$ cat config.mk
export PLATFORM = sky130hd
export DESIGN_NAME = priv_ctrl
export DESIGN_NICKNAME = d
export VERILOG_FILES = /design/src/rtl/priv_pkg.sv /design/src/rtl/priv_irq_pick.sv /design/src/rtl/priv_status_unit.sv /design/src/rtl/priv_ctrl.sv
export SDC_FILE = /design/constraint.sdc
export NUM_CORES = 1
export LEC_CHECK = 0
export ABC_AREA = 1
export BUFFER_PORTS_ARGS = -buffer_cell sky130_fd_sc_hd__buf_2
export CAP_MARGIN = 20
export CELL_PAD_IN_SITES_DETAIL_PLACEMENT = 0
export CELL_PAD_IN_SITES_GLOBAL_PLACEMENT = 1
export CORE_ASPECT_RATIO = 1.75
export CORE_MARGIN = 2
export CORE_UTILIZATION = 45
export CTS_BUF_LIST = sky130_fd_sc_hd__clkbuf_8
export CTS_CLUSTER_DIAMETER = 50
export DETAILED_ROUTE_END_ITERATION = 12
export PLACE_DENSITY = 0.95
export SYNTH_ARGS = -nofsm -noshare
export SYNTH_HDL_FRONTEND = slang
export SYNTH_SLANG_ARGS = --single-unit
$ cat constraint.sdc
create_clock -name clk -period 3 [get_ports clk]
set_input_delay 0.45 -clock clk [delete_from_list [all_inputs] [get_ports clk]]
set_output_delay 0.45 -clock clk [all_outputs]
set_load 0.01 [all_outputs]
$ cat src/rtl/priv_pkg.sv
package priv_pkg;
  localparam int unsigned XLEN  = 64;
  localparam int unsigned IDXW  = 5;
  localparam int unsigned NIRQ  = 8;

  localparam int unsigned ST_TE  = 0;
  localparam int unsigned ST_FE  = 1;
  localparam int unsigned ST_CE  = 2;
  localparam int unsigned ST_VE  = 3;
  localparam int unsigned ST_PS  = 4;
  localparam int unsigned ST_S   = 5;
  localparam int unsigned ST_U64 = 6;
  localparam int unsigned ST_S64 = 7;
  localparam int unsigned ST_VM  = 8;
  localparam int unsigned ST_IM_LO = 16;
  localparam int unsigned ST_IP_LO = 24;

  localparam int unsigned IRQ_IPI  = 5;
  localparam int unsigned IRQ_HOST = 6;

  typedef enum logic [IDXW-1:0] {
    RIX_STATUS   = 5'd0,
    RIX_EPC      = 5'd1,
    RIX_BADADDR  = 5'd2,
    RIX_EVEC     = 5'd3,
    RIX_CAUSE    = 5'd4,
    RIX_SCR0     = 5'd5,
    RIX_SCR1     = 5'd6,
    RIX_HART     = 5'd7,
    RIX_IMPL     = 5'd8,
    RIX_IPICLR   = 5'd9,
    RIX_TOHOST   = 5'd10,
    RIX_FROMHOST = 5'd11
  } reg_idx_e;

  // bits of the status body (everything but the pending field) that software may hold
  function automatic logic [XLEN-1:0] st_keep(input logic wide, input logic fpu,
                                              input logic rvc, input logic vec);
    logic [XLEN-1:0] m;
    m = '0;
    m[ST_VM:ST_TE] = '1;
    m[ST_IM_LO +: NIRQ] = '1;
    if (!wide) begin
      m[ST_U64] = 1'b0;
      m[ST_S64] = 1'b0;
    end
    if (!fpu) m[ST_FE] = 1'b0;
    if (!rvc) m[ST_CE] = 1'b0;
    if (!vec) m[ST_VE] = 1'b0;
    return m;
  endfunction

  function automatic logic [XLEN-1:0] st_reset_word();
    logic [XLEN-1:0] r;
    r = '0;
    r[ST_S]   = 1'b1;
    r[ST_S64] = 1'b1;
    r[ST_IM_LO +: NIRQ] = '1;
    return r;
  endfunction

  function automatic logic [XLEN-1:0] st_trap_entry(input logic [XLEN-1:0] b);
    logic [XLEN-1:0] r;
    r = b;
    r[ST_PS] = b[ST_S];
    r[ST_S]  = 1'b1;
    r[ST_TE] = 1'b0;
    return r;
  endfunction

  function automatic logic [XLEN-1:0] irq_cause_code(input logic [$clog2(NIRQ)-1:0] num);
    logic [XLEN-1:0] c;
    c = '0;
    c[$clog2(NIRQ)-1:0] = num;
    c[XLEN-1] = 1'b1;
    return c;
  endfunction
endpackage

$ cat src/rtl/priv_irq_pick.sv
module priv_irq_pick #(
  parameter int unsigned N = 8,
  localparam int unsigned IW = $clog2(N)
) (
  input  logic          clk,
  input  logic          rst_n,
  input  logic [N-1:0]  pend,
  input  logic [N-1:0]  mask,
  input  logic          enable,
  output logic          fire,
  output logic [IW-1:0] num,
  output logic [N-1:0]  grant
);
  logic [N-1:0] act;

  assign act   = enable ? (pend & mask) : '0;
  assign grant = act & (~act + N'(1));
  assign fire  = |act;

  always_comb begin
    num = '0;
    for (int i = N - 1; i >= 0; i--) begin
      if (act[i]) num = IW'(i);
    end
  end

  assert_grant_single_R4: assert property (@(posedge clk) disable iff (!rst_n)
    fire |-> ($onehot(grant) && ((grant & ~pend) == '0) && ((grant & ~mask) == '0)));
  assert_grant_lowest_R4: assert property (@(posedge clk) disable iff (!rst_n)
    fire |-> (((grant - N'(1)) & pend & mask) == '0));
  assert_gate_on_te_R4: assert property (@(posedge clk) disable iff (!rst_n)
    !enable |-> !fire);
endmodule

$ cat src/rtl/priv_status_unit.sv
module priv_status_unit
  import priv_pkg::*;
#(
  parameter bit EN_WIDE     = 1'b1,
  parameter bit EN_FPU      = 1'b1,
  parameter bit EN_COMPRESS = 1'b0,
  parameter bit EN_VECTOR   = 1'b0
) (
  input  logic            clk,
  input  logic            rst_n,
  input  logic            sw_we,
  input  logic [XLEN-1:0] sw_wdata,
  input  logic            trap_fire,
  input  logic [NIRQ-1:0] hw_raise,
  input  logic [NIRQ-1:0] hw_drop,
  input  logic            ipi_we,
  input  logic            ipi_val,
  input  logic            host_we,
  input  logic            host_val,
  output logic [XLEN-1:0] status_o,
  output logic [NIRQ-1:0] ip_o,
  output logic [NIRQ-1:0] im_o,
  output logic            te_o
);
  localparam logic [XLEN-1:0] KEEP = st_keep(EN_WIDE, EN_FPU, EN_COMPRESS, EN_VECTOR);

  logic [XLEN-1:0] body_q, body_d;
  logic [NIRQ-1:0] ip_q, ip_d;

  always_comb begin
    ip_d = (ip_q | hw_raise) & ~hw_drop;
    if (ipi_we)  ip_d[IRQ_IPI]  = ipi_val;
    if (host_we) ip_d[IRQ_HOST] = host_val;
  end

  always_comb begin
    body_d = body_q;
    if (trap_fire)  body_d = st_trap_entry(body_q);
    else if (sw_we) body_d = sw_wdata & KEEP;
  end

  always_ff @(posedge clk or negedge rst_n) begin
    if (!rst_n) begin
      body_q <= st_reset_word() & KEEP;
      ip_q   <= '0;
    end else begin
      body_q <= body_d;
      ip_q   <= ip_d;
    end
  end

  assign status_o = {body_q[XLEN-1:ST_IP_LO+NIRQ], ip_q, body_q[ST_IP_LO-1:0]};
  assign ip_o     = ip_q;
  assign im_o     = body_q[ST_IM_LO +: NIRQ];
  assign te_o     = body_q[ST_TE];

  assert_trap_status_R5: assert property (@(posedge clk) disable iff (!rst_n)
    trap_fire |=> (!body_q[ST_TE] && body_q[ST_S] && (body_q[ST_PS] == $past(body_q[ST_S]))));
  assert_ip_survives_write_R2: assert property (@(posedge clk) disable iff (!rst_n)
    (sw_we && !trap_fire && hw_raise == '0 && hw_drop == '0 && !ipi_we && !host_we)
      |=> $stable(ip_q));
  assert_raz_bits_R2: assert property (@(posedge clk) disable iff (!rst_n)
    (status_o[15:9] == '0) && (status_o[XLEN-1:32] == '0));
  assert_absent_feature_R3: assert property (@(posedge clk) disable iff (!rst_n)
    (EN_COMPRESS || !status_o[ST_CE]) && (EN_VECTOR || !status_o[ST_VE]) &&
    (EN_FPU || !status_o[ST_FE]) && (EN_WIDE || (!status_o[ST_U64] && !status_o[ST_S64])));
endmodule

$ cat src/rtl/priv_ctrl.sv
module priv_ctrl
  import priv_pkg::*;
#(
  parameter logic [63:0] RESET_PC    = 64'h2000,
  parameter logic [63:0] HART_ID     = 64'd3,
  parameter bit          EN_WIDE     = 1'b1,
  parameter bit          EN_FPU      = 1'b1,
  parameter bit          EN_COMPRESS = 1'b0,
  parameter bit          EN_VECTOR   = 1'b0
) (
  input  logic        clk,
  input  logic        rst_n,
  input  logic [63:0] cur_pc,
  input  logic [63:0] bad_addr,
  input  logic        exc_req,
  input  logic [63:0] exc_cause,
  input  logic [7:0]  irq_raise,
  input  logic [7:0]  irq_drop,
  input  logic        csr_we,
  input  logic [4:0]  csr_idx,
  input  logic [63:0] csr_wdata,
  output logic [63:0] csr_rdata,
  output logic        redirect_valid,
  output logic [63:0] redirect_pc,
  output logic [63:0] status,
  output logic [63:0] tohost
);
  localparam int unsigned IW = $clog2(NIRQ);

  logic [XLEN-1:0] epc_q, evec_q, cause_q, badaddr_q, scr0_q, scr1_q;
  logic [XLEN-1:0] tohost_q, fromhost_q, redir_pc_q;
  logic            redir_v_q;

  logic [NIRQ-1:0] ip, im, grant;
  logic            te;
  logic            irq_fire, trap_fire, wr_ok;
  logic [IW-1:0]   irq_num;
  logic            wr_status, wr_ipi, wr_host, wr_tohost;
  logic [XLEN-1:0] trap_cause;

  priv_irq_pick #(.N(NIRQ)) u_pick (
    .clk(clk), .rst_n(rst_n), .pend(ip), .mask(im), .enable(te),
    .fire(irq_fire), .num(irq_num), .grant(grant)
  );

  assign trap_fire  = irq_fire | exc_req;
  assign trap_cause = irq_fire ? irq_cause_code(irq_num) : exc_cause;
  assign wr_ok      = csr_we & ~trap_fire;
  assign wr_status  = wr_ok && (csr_idx == RIX_STATUS);
  assign wr_ipi     = wr_ok && (csr_idx == RIX_IPICLR);
  assign wr_host    = wr_ok && (csr_idx == RIX_FROMHOST);
  assign wr_tohost  = wr_ok && (csr_idx == RIX_TOHOST) && (tohost_q == '0);

  priv_status_unit #(
    .EN_WIDE(EN_WIDE), .EN_FPU(EN_FPU), .EN_COMPRESS(EN_COMPRESS), .EN_VECTOR(EN_VECTOR)
  ) u_status (
    .clk(clk), .rst_n(rst_n),
    .sw_we(wr_status), .sw_wdata(csr_wdata), .trap_fire(trap_fire),
    .hw_raise(irq_raise), .hw_drop(irq_drop),
    .ipi_we(wr_ipi), .ipi_val(csr_wdata[0]),
    .host_we(wr_host), .host_val(csr_wdata != '0),
    .status_o(status), .ip_o(ip), .im_o(im), .te_o(te)
  );

  always_ff @(posedge clk or negedge rst_n) begin
    if (!rst_n) begin
      epc_q      <= '0;
      evec_q     <= '0;
      cause_q    <= '0;
      badaddr_q  <= '0;
      scr0_q     <= '0;
      scr1_q     <= '0;
      tohost_q   <= '0;
      fromhost_q <= '0;
      redir_v_q  <= 1'b1;
      redir_pc_q <= RESET_PC;
    end else begin
      redir_v_q <= trap_fire;
      if (trap_fire) begin
        cause_q    <= trap_cause;
        epc_q      <= cur_pc;
        badaddr_q  <= bad_addr;
        redir_pc_q <= evec_q;
      end else if (wr_ok) begin
        case (reg_idx_e'(csr_idx))
          RIX_EPC:      epc_q      <= csr_wdata;
          RIX_EVEC:     evec_q     <= csr_wdata;
          RIX_SCR0:     scr0_q     <= csr_wdata;
          RIX_SCR1:     scr1_q     <= csr_wdata;
          RIX_FROMHOST: fromhost_q <= csr_wdata;
          default: ;
        endcase
        if (wr_tohost) tohost_q <= csr_wdata;
      end
    end
  end

  always_comb begin
    case (reg_idx_e'(csr_idx))
      RIX_STATUS:   csr_rdata = status;
      RIX_EPC:      csr_rdata = epc_q;
      RIX_BADADDR:  csr_rdata = badaddr_q;
      RIX_EVEC:     csr_rdata = evec_q;
      RIX_CAUSE:    csr_rdata = cause_q;
      RIX_SCR0:     csr_rdata = scr0_q;
      RIX_SCR1:     csr_rdata = scr1_q;
      RIX_HART:     csr_rdata = HART_ID;
      RIX_IMPL:     csr_rdata = 64'd1;
      RIX_TOHOST:   csr_rdata = tohost_q;
      RIX_FROMHOST: csr_rdata = fromhost_q;
      default:      csr_rdata = '1;
    endcase
  end

  assign redirect_valid = redir_v_q;
  assign redirect_pc    = redir_pc_q;
  assign tohost         = tohost_q;

  assert_trap_redirect_R6: assert property (@(posedge clk) disable iff (!rst_n)
    trap_fire |=> (redirect_valid && redirect_pc == $past(evec_q) &&
                   epc_q == $past(cur_pc) && badaddr_q == $past(bad_addr)));
  assert_irq_cause_msb_R7: assert property (@(posedge clk) disable iff (!rst_n)
    irq_fire |=> (cause_q[XLEN-1] && cause_q[IW-1:0] == $past(irq_num)));
  assert_exc_cause_R7: assert property (@(posedge clk) disable iff (!rst_n)
    (exc_req && !irq_fire) |=> (cause_q == $past(exc_cause)));
  assert_trap_beats_write_R12: assert property (@(posedge clk) disable iff (!rst_n)
    trap_fire |=> ($stable(scr0_q) && $stable(scr1_q) && $stable(evec_q) && $stable(fromhost_q)));
  assert_tohost_once_R10: assert property (@(posedge clk) disable iff (!rst_n)
    (tohost_q != '0) |=> $stable(tohost_q));
  assert_redirect_pulse_R6: assert property (@(posedge clk) disable iff (!rst_n)
    !trap_fire |=> !redirect_valid);
endmodule

==> results.py, run 1 <==
metrics = {
    "clocking": {
        "cts.htree.levels": 3,
        "clk_pin_slew_ns": 0.06,
        "cts_resized": 0,
        "post-cts-setup-buffers": 0,
        "clockBufferDepth": 3,
        "cts_sinks": 600,
        "cts-root-buf": "clkbuf_8",
        "clkLatencyLatePin_ns": 0.71,
        "cts_buffers": 91,
        "tritoncts": "done",
    },
    "timing": {
        "clock_skew_ns": 0.0333,
        "post-route-period-util": 0.933,
        "setup_ws_ns": 0.200,
        "rsz0062_at_grt": "no",
        "hold_violations": 0,
        "finalMaxSlewViolations": 0,
        "finalSetupTns_ns": 0,
        "fin_crit_ns": 2.80,
        "worst_slew_pin_slew_ns": 0.880,
        "hold_slack_ns": 0.0512,
        "max-slew-margin-rel": 0.413,
        "fmax_ghz": 0.357,
        "setup_viol": 0,
    },
    "drt": {
        "first_pass_iters": 5,
        "vias": 27300,
        "first_iter_violations": 2368,
        "postRouteAntennaNets": 0,
        "avgViaCountPerCell": 5.43,
        "drc": 0,
        "wire_per_inst_um": 21.6,
        "wl_um": 108000,
    },
    "logic_synthesis": {
        "avgSynthCellArea_um2": 7.97,
        "seq_area_frac_synth": 0.543,
        "synth_most_common_cell": "nand2_1",
        "synth_common_cells": "1088 x nand2_1, 588 x dfrtp_1, 353 x inv_1",
        "synth_top_cell_by_area": "dfrtp_1",
        "synthFlopType": "dfrtp_1",
        "netlist_top_cells_area": "dfrtp_1 53%, nand2_1 15%, o21ai_0 6.3%",
        "synth_edf_count": 0,
        "synth.distinct_cells": 35,
        "netlist_area_um2": 27700,
        "synth_seq_cells": 600,
        "syn-instance-count": 3474,
        "synth_top_area_frac": 0.531,
        "yosysWarnings": 0,
        "async_flop_share": 1.00,
    },
    "die": {
        "die_height_um": 332,
        "initial_core_util": 0.453,
        "ios": 538,
        "die-area_um2": 63600,
        "core_area_um2": 61100,
        "row_count": 120,
        "dieWidth_um": 192,
    },
    "layout": {
        "final_cell_area_um2": 35200,
        "areaGrowthSynthToFinish_pct": 27.2,
        "layout-drive-gt1-share": 0.181,
        "nets": 4427,
        "fin_cells": 5024,
    },
    "pwr": {
        "irDropWorstVdd_uv": 355,
        "power.density_nw_per_um2": 551,
        "power_leakage_nw": 17.4,
    },
    "worst_setup_path": {
        "path_cells": "buf_2, inv_1, nand3_1, nor2_4, inv_1, o22ai_1, nor2_1, nand3_1, buf_2",
        "cp-end-kind": "output port",
        "worstSetupStartpointType": "primary input",
        "crit_arrival_ns": 2.35,
        "slowest_delay_ns": 0.66,
        "criticalPathCategory": "primary input to output port",
        "worst-path-max-fanout": 11,
        "critPathTopFamily": "buffers and inverters",
        "path_buf_inv": 4,
        "cp.required_ns": 2.55,
        "slowest_stage": "inv_1",
    },
    "global_routing": {
        "antenna_found_initial": 8,
        "grt_pass1_wl_um": 163000,
        "grt-ovfl-total": 0,
        "grt_usage": 0.341,
        "grt_max_degree": 102,
        "grt_pass1_vias": 27600,
    },
    "flow_run": {
        "drv_cap": 0,
    },
    "min_path": {
        "hold_path.class": "primary input to flop",
    },
    "place": {
        "post-place-ws_ns": 0.324,
        "dpl.cell_count": 4636,
        "gp_congestion": 0.911,
        "postPlaceCellArea_um2": 31200,
        "hpwl_um": 72000,
        "portBuffers": 496,
    },
    "run_status": {
        "outcome": "completed",
    },
}
-- area by class of cell --
| cell class | count | area, um^2 |
|---|---|---|
| multi-input combinational | 2305 | 10300 |
| clock inverter | 57 | 323 |
| clock buffer | 112 | 1540 |
| antenna | 9 | 22.5 |
| fill | 5519 | 25900 |
| sequential | 600 | 15000 |
| tap | 793 | 992 |
| inverter | 358 | 1350 |
| timing repair buffer | 790 | 5670 |
-- state kept, by name, indices dropped and copies added, names as in the netlist, 64 cells and up --
register / count
evec_q: 64
scr0_q: 64
scr1_q: 64
epc_q: 64
tohost: 64
redirect_pc: 64
fromhost_q: 64
cause_q: 64
badaddr_q: 64
-- cell families (layout without fill, tap and decap cells) --
group / after synthesis / count (layout) / share of synthesized area
DFF: 600 / 600 / 0.543
AOI/OAI and AO/OA: 648 / 648 / 0.122
other: 1 / 50 / 0.000135
buffers and inverters: 609 / 1317 / 0.0941
and+or+nand+nor: 1616 / 1616 / 0.241
-- what timing repair did --
action	CTS	global route
endpoints found under the setup margin	0	0
hold endpoints to repair	256	0
hold buffers	210	0
-- cells in the final DEF (no fill, tap or decap), types with 74 or more instances in the layout --
cell type,instances
inv_1,383
nand3_1,303
o21ai_1,131
clkbuf_8,112
buf_2,494
dlygate4sd3_1,210
nand2_1,1085
o21ai_0,346
a21oi_1,74
o22ai_1,75
dfrtp_1,588
nor2_1,159
-- stage by stage --
step                 util  power, mW
floorplan               -       11.0
finish              0.576       19.4
detailed placement  0.511       12.3
CTS                 0.576       19.5
global placement    0.511       12.2
global route        0.576       20.2
-- worst paths after layout --
kind	start	endpoint	slack [ns]	cells after the start
setup / recovery	csr_idx[3]	csr_rdata[37]	0.20	9
hold / removal	csr_wdata[7]	u_status.body_q[7]	0.05	3
setup reg to reg	u_status.body_q[0]	fromhost_q[51]	0.47	9
hold reg to reg	badaddr_q[3]	badaddr_q[3]	0.48	2
max in group asynchronous	rst_n	badaddr_q[28]	1.67	4
min in group asynchronous	rst_n	epc_q[5]	0.30	2
-- power breakdown --
group / internal, mW / switching [mW]
clock: 3.57 / 3.39
combinational: 1.10 / 1.82
sequential: 9.06 / 0.446
total: 13.7 / 5.66
-- tightest hold or removal path, cell delays in order --
cell and delay [ns]:
buf_2 0.17, nand2_1 0.08, nand2_1 0.06
-- metal layers --
layer  GRT usage  routed length [um]  vias to the layer above
met3      0.0678                9050                      385
met4       0.209                7000                        4
met5           0                  20                        -
li1            -                   -                    12400
met1       0.401               40000                    13000
met2       0.568               52400                     1529
(Power assumes the default switching activity.)
==> run 2, diff against run 1 <==
Settings changed: CORE_UTILIZATION 45 to 38, CTS_BUF_LIST sky130_fd_sc_hd__clkbuf_8 to sky130_fd_sc_hd__clkbuf_4, PLACE_DENSITY 0.95 to 0.87.
Clock period 3 ns to 2.35 ns, I/O delays scaled along.
==> run 2 against run 1 <==
Effect of this change: critical endpoint is now csr_rdata[0]; register-to-register slack worse by 0.49 ns; hold slack improved by 0.083 ns; via count grew 12%; the run now ends with negative setup slack left; power increased by 37%; first-iteration DRC count up 14%; combinational power grew 77%; clock power grew 31%.
==> results.py, run 2 (synthesis results as in run 1) <==
metrics = {
    "run_status": {
        "outcome": "finished with violations",
        "violations": "negative setup slack",
    },
    "timing": {
        "hold_slack_ns": 0.134,
        "rsz0062_at_grt": "yes",
        "fin_crit_ns": 2.52,
        "post-route-period-util": 1.07,
        "hold_violations": 0,
        "setup_viol": 12,
        "clock_skew_ns": 0.0536,
        "setup_ws_ns": -0.170,
        "fmax_ghz": 0.397,
        "finalMaxSlewViolations": 0,
    },
    "drt": {
        "avgViaCountPerCell": 5.27,
        "postRouteAntennaNets": 0,
        "drc": 0,
        "first_iter_violations": 2711,
        "vias": 30500,
        "wl_um": 125000,
        "wire_per_inst_um": 21.6,
        "first_pass_iters": 5,
    },
    "global_routing": {
        "grt_usage": 0.322,
        "grt_pass1_vias": 30800,
        "antenna_found_initial": 12,
        "grt-ovfl-total": 0,
        "grt_pass1_wl_um": 183000,
        "grt_max_degree": 81,
    },
    "clocking": {
        "clk_pin_slew_ns": 0.07,
        "cts.htree.levels": 4,
        "cts-root-buf": "clkbuf_4",
        "clkLatencyLatePin_ns": 0.98,
        "clockBufferDepth": 3,
        "tritoncts": "done",
        "cts_buffers": 149,
        "cts_sinks": 600,
    },
    "place": {
        "hpwl_um": 78200,
        "dpl.cell_count": 4834,
        "postPlaceCellArea_um2": 32200,
        "portBuffers": 496,
        "post-place-ws_ns": -0.0475,
        "gp_congestion": 0.932,
    },
    "worst_setup_path": {
        "r2r_end": "scr0_q[35]",
        "crit_start": "u_status.body_q[0]",
        "crit_arrival_ns": 2.17,
        "r2r_start": "scr0_q[35]",
        "criticalPathCategory": "flop to output port",
        "worstSetupStartpointType": "flop",
        "cp.required_ns": 2.00,
        "reg2reg_depth": 16,
        "rrSetupSlack_ns": -0.02,
        "cp-end-kind": "output port",
        "worst-path-max-fanout": 2,
    },
    "layout": {
        "fin_cells": 5782,
        "final_common_cell": "nand2_1",
        "layout-drive-gt1-share": 0.313,
        "nets": 5028,
        "register_area_um2": 15000,
        "final_cell_area_um2": 41200,
        "final_util": 0.569,
        "fillers": 6371,
        "areaGrowthSynthToFinish_pct": 48.9,
        "layout_common_cells": "1051 x nand2_1, 580 x dfrtp_1, 478 x buf_2",
        "multi_input_area_um2": 11000,
    },
    "pwr": {
        "power.density_nw_per_um2": 642,
        "irDropWorstVdd_uv": 395,
        "power_leakage_nw": 20.2,
    },
    "die": {
        "die-area_um2": 75100,
        "dieWidth_um": 208,
        "die_height_um": 361,
        "core_area_um2": 72400,
        "row_count": 131,
        "initial_core_util": 0.382,
        "ios": 538,
    },
    "min_path": {
        "min_path_cells": 4,
        "hp-start": "cur_pc[63]",
        "hold_path_end": "epc_q[63]",
        "hold_path.class": "primary input to flop",
    },
    "flow_run": {
        "drv_cap": 0,
    },
}
-- run 2: cell count changes in the layout (fill, tap and decap cells not counted), moves of 27 or more --
| cell | before | now |
|---|---|---|
| buf_4 | 50 | 372 |
| buf_6 | 0 | 30 |
| clkbuf_4 | 0 | 209 |
| clkbuf_8 | 112 | 0 |
| clkinv_1 | 0 | 28 |
| dlygate4sd3_1 | 210 | 383 |
| inv_1 | 383 | 206 |
| inv_2 | 6 | 151 |
| nand2_1 | 1085 | 1051 |
| o21ai_0 | 346 | 279 |
| o21ai_1 | 131 | 178 |
| o22ai_1 | 75 | 48 |
| o22ai_2 | 0 | 27 |
-- run 2: power breakdown --
group	internal, mW	leakage [nW]	total [mW]	switching, mW
logic	2.39	12.3	5.18	2.79
clock network	4.62	1.10	9.14	4.51
registers	11.6	6.85	12.2	0.598
-- run 2: through the flow --
stage                     power (mW)  setup TNS, ns
after floorplan                 14.0              0
after global placement          15.8              0
after detailed placement        15.8         -0.579
after CTS                       26.3          -4.99
after global routing            27.7          -6.39
final                           26.5         -0.459
-- run 2: metal layers --
| layer | track usage | vias to the layer above | wire length (um) |
|---|---|---|---|
| met3 | 0.0654 | 467 | 9720 |
| met5 | 0 | - | 88 |
| met2 | 0.533 | 1747 | 59900 |
| met4 | 0.199 | 12 | 8400 |
| li1 | - | 13700 | - |
| met1 | 0.383 | 14600 | 46900 |
-- run 2: how the worst max path moves through the flow --
| stage | end | slack, ns | cells after the start |
|---|---|---|---|
| 3_3_place_gp | csr_rdata[0] | 0.02 | 11 |
| 2_1_floorplan | csr_rdata[46] | 0.41 | 10 |
| 3_5_place_dp | epc_q[12] | -0.05 | 11 |
| 4_1_cts | csr_rdata[0] | -0.30 | 6 |
| 5_1_grt | csr_rdata[0] | -0.33 | 6 |
| 6_report | csr_rdata[0] | -0.17 | 6 |
-- run 2: timing repair --
action,CTS,global route
endpoints found under the setup margin,128,236
hold buffers,384,0
hold endpoints to repair,1136,0
cloned,2,5
pin swaps,171,140
gates resized for setup,238,188
buffers inserted,258,62
-- run 2: worst max-delay path: stages (launching register included) --
cell and delay (ns):
dfrtp_2 0.41, nand2_2 0.07, nand2_4 0.06, a21oi_2 0.11, buf_4 0.13, nand4_1 0.19, buf_2 0.21
-- run 2: final cells by class --
class,instances,share of cell area
Antenna cell,6,0.000364
Multi-Input combinational cell,2305,0.266
Clock inverter,40,0.00701
Tap cell,931,0.0283
Inverter,358,0.0331
Sequential cell,600,0.365
Clock buffer,209,0.0381
Timing Repair Buffer,1333,0.262
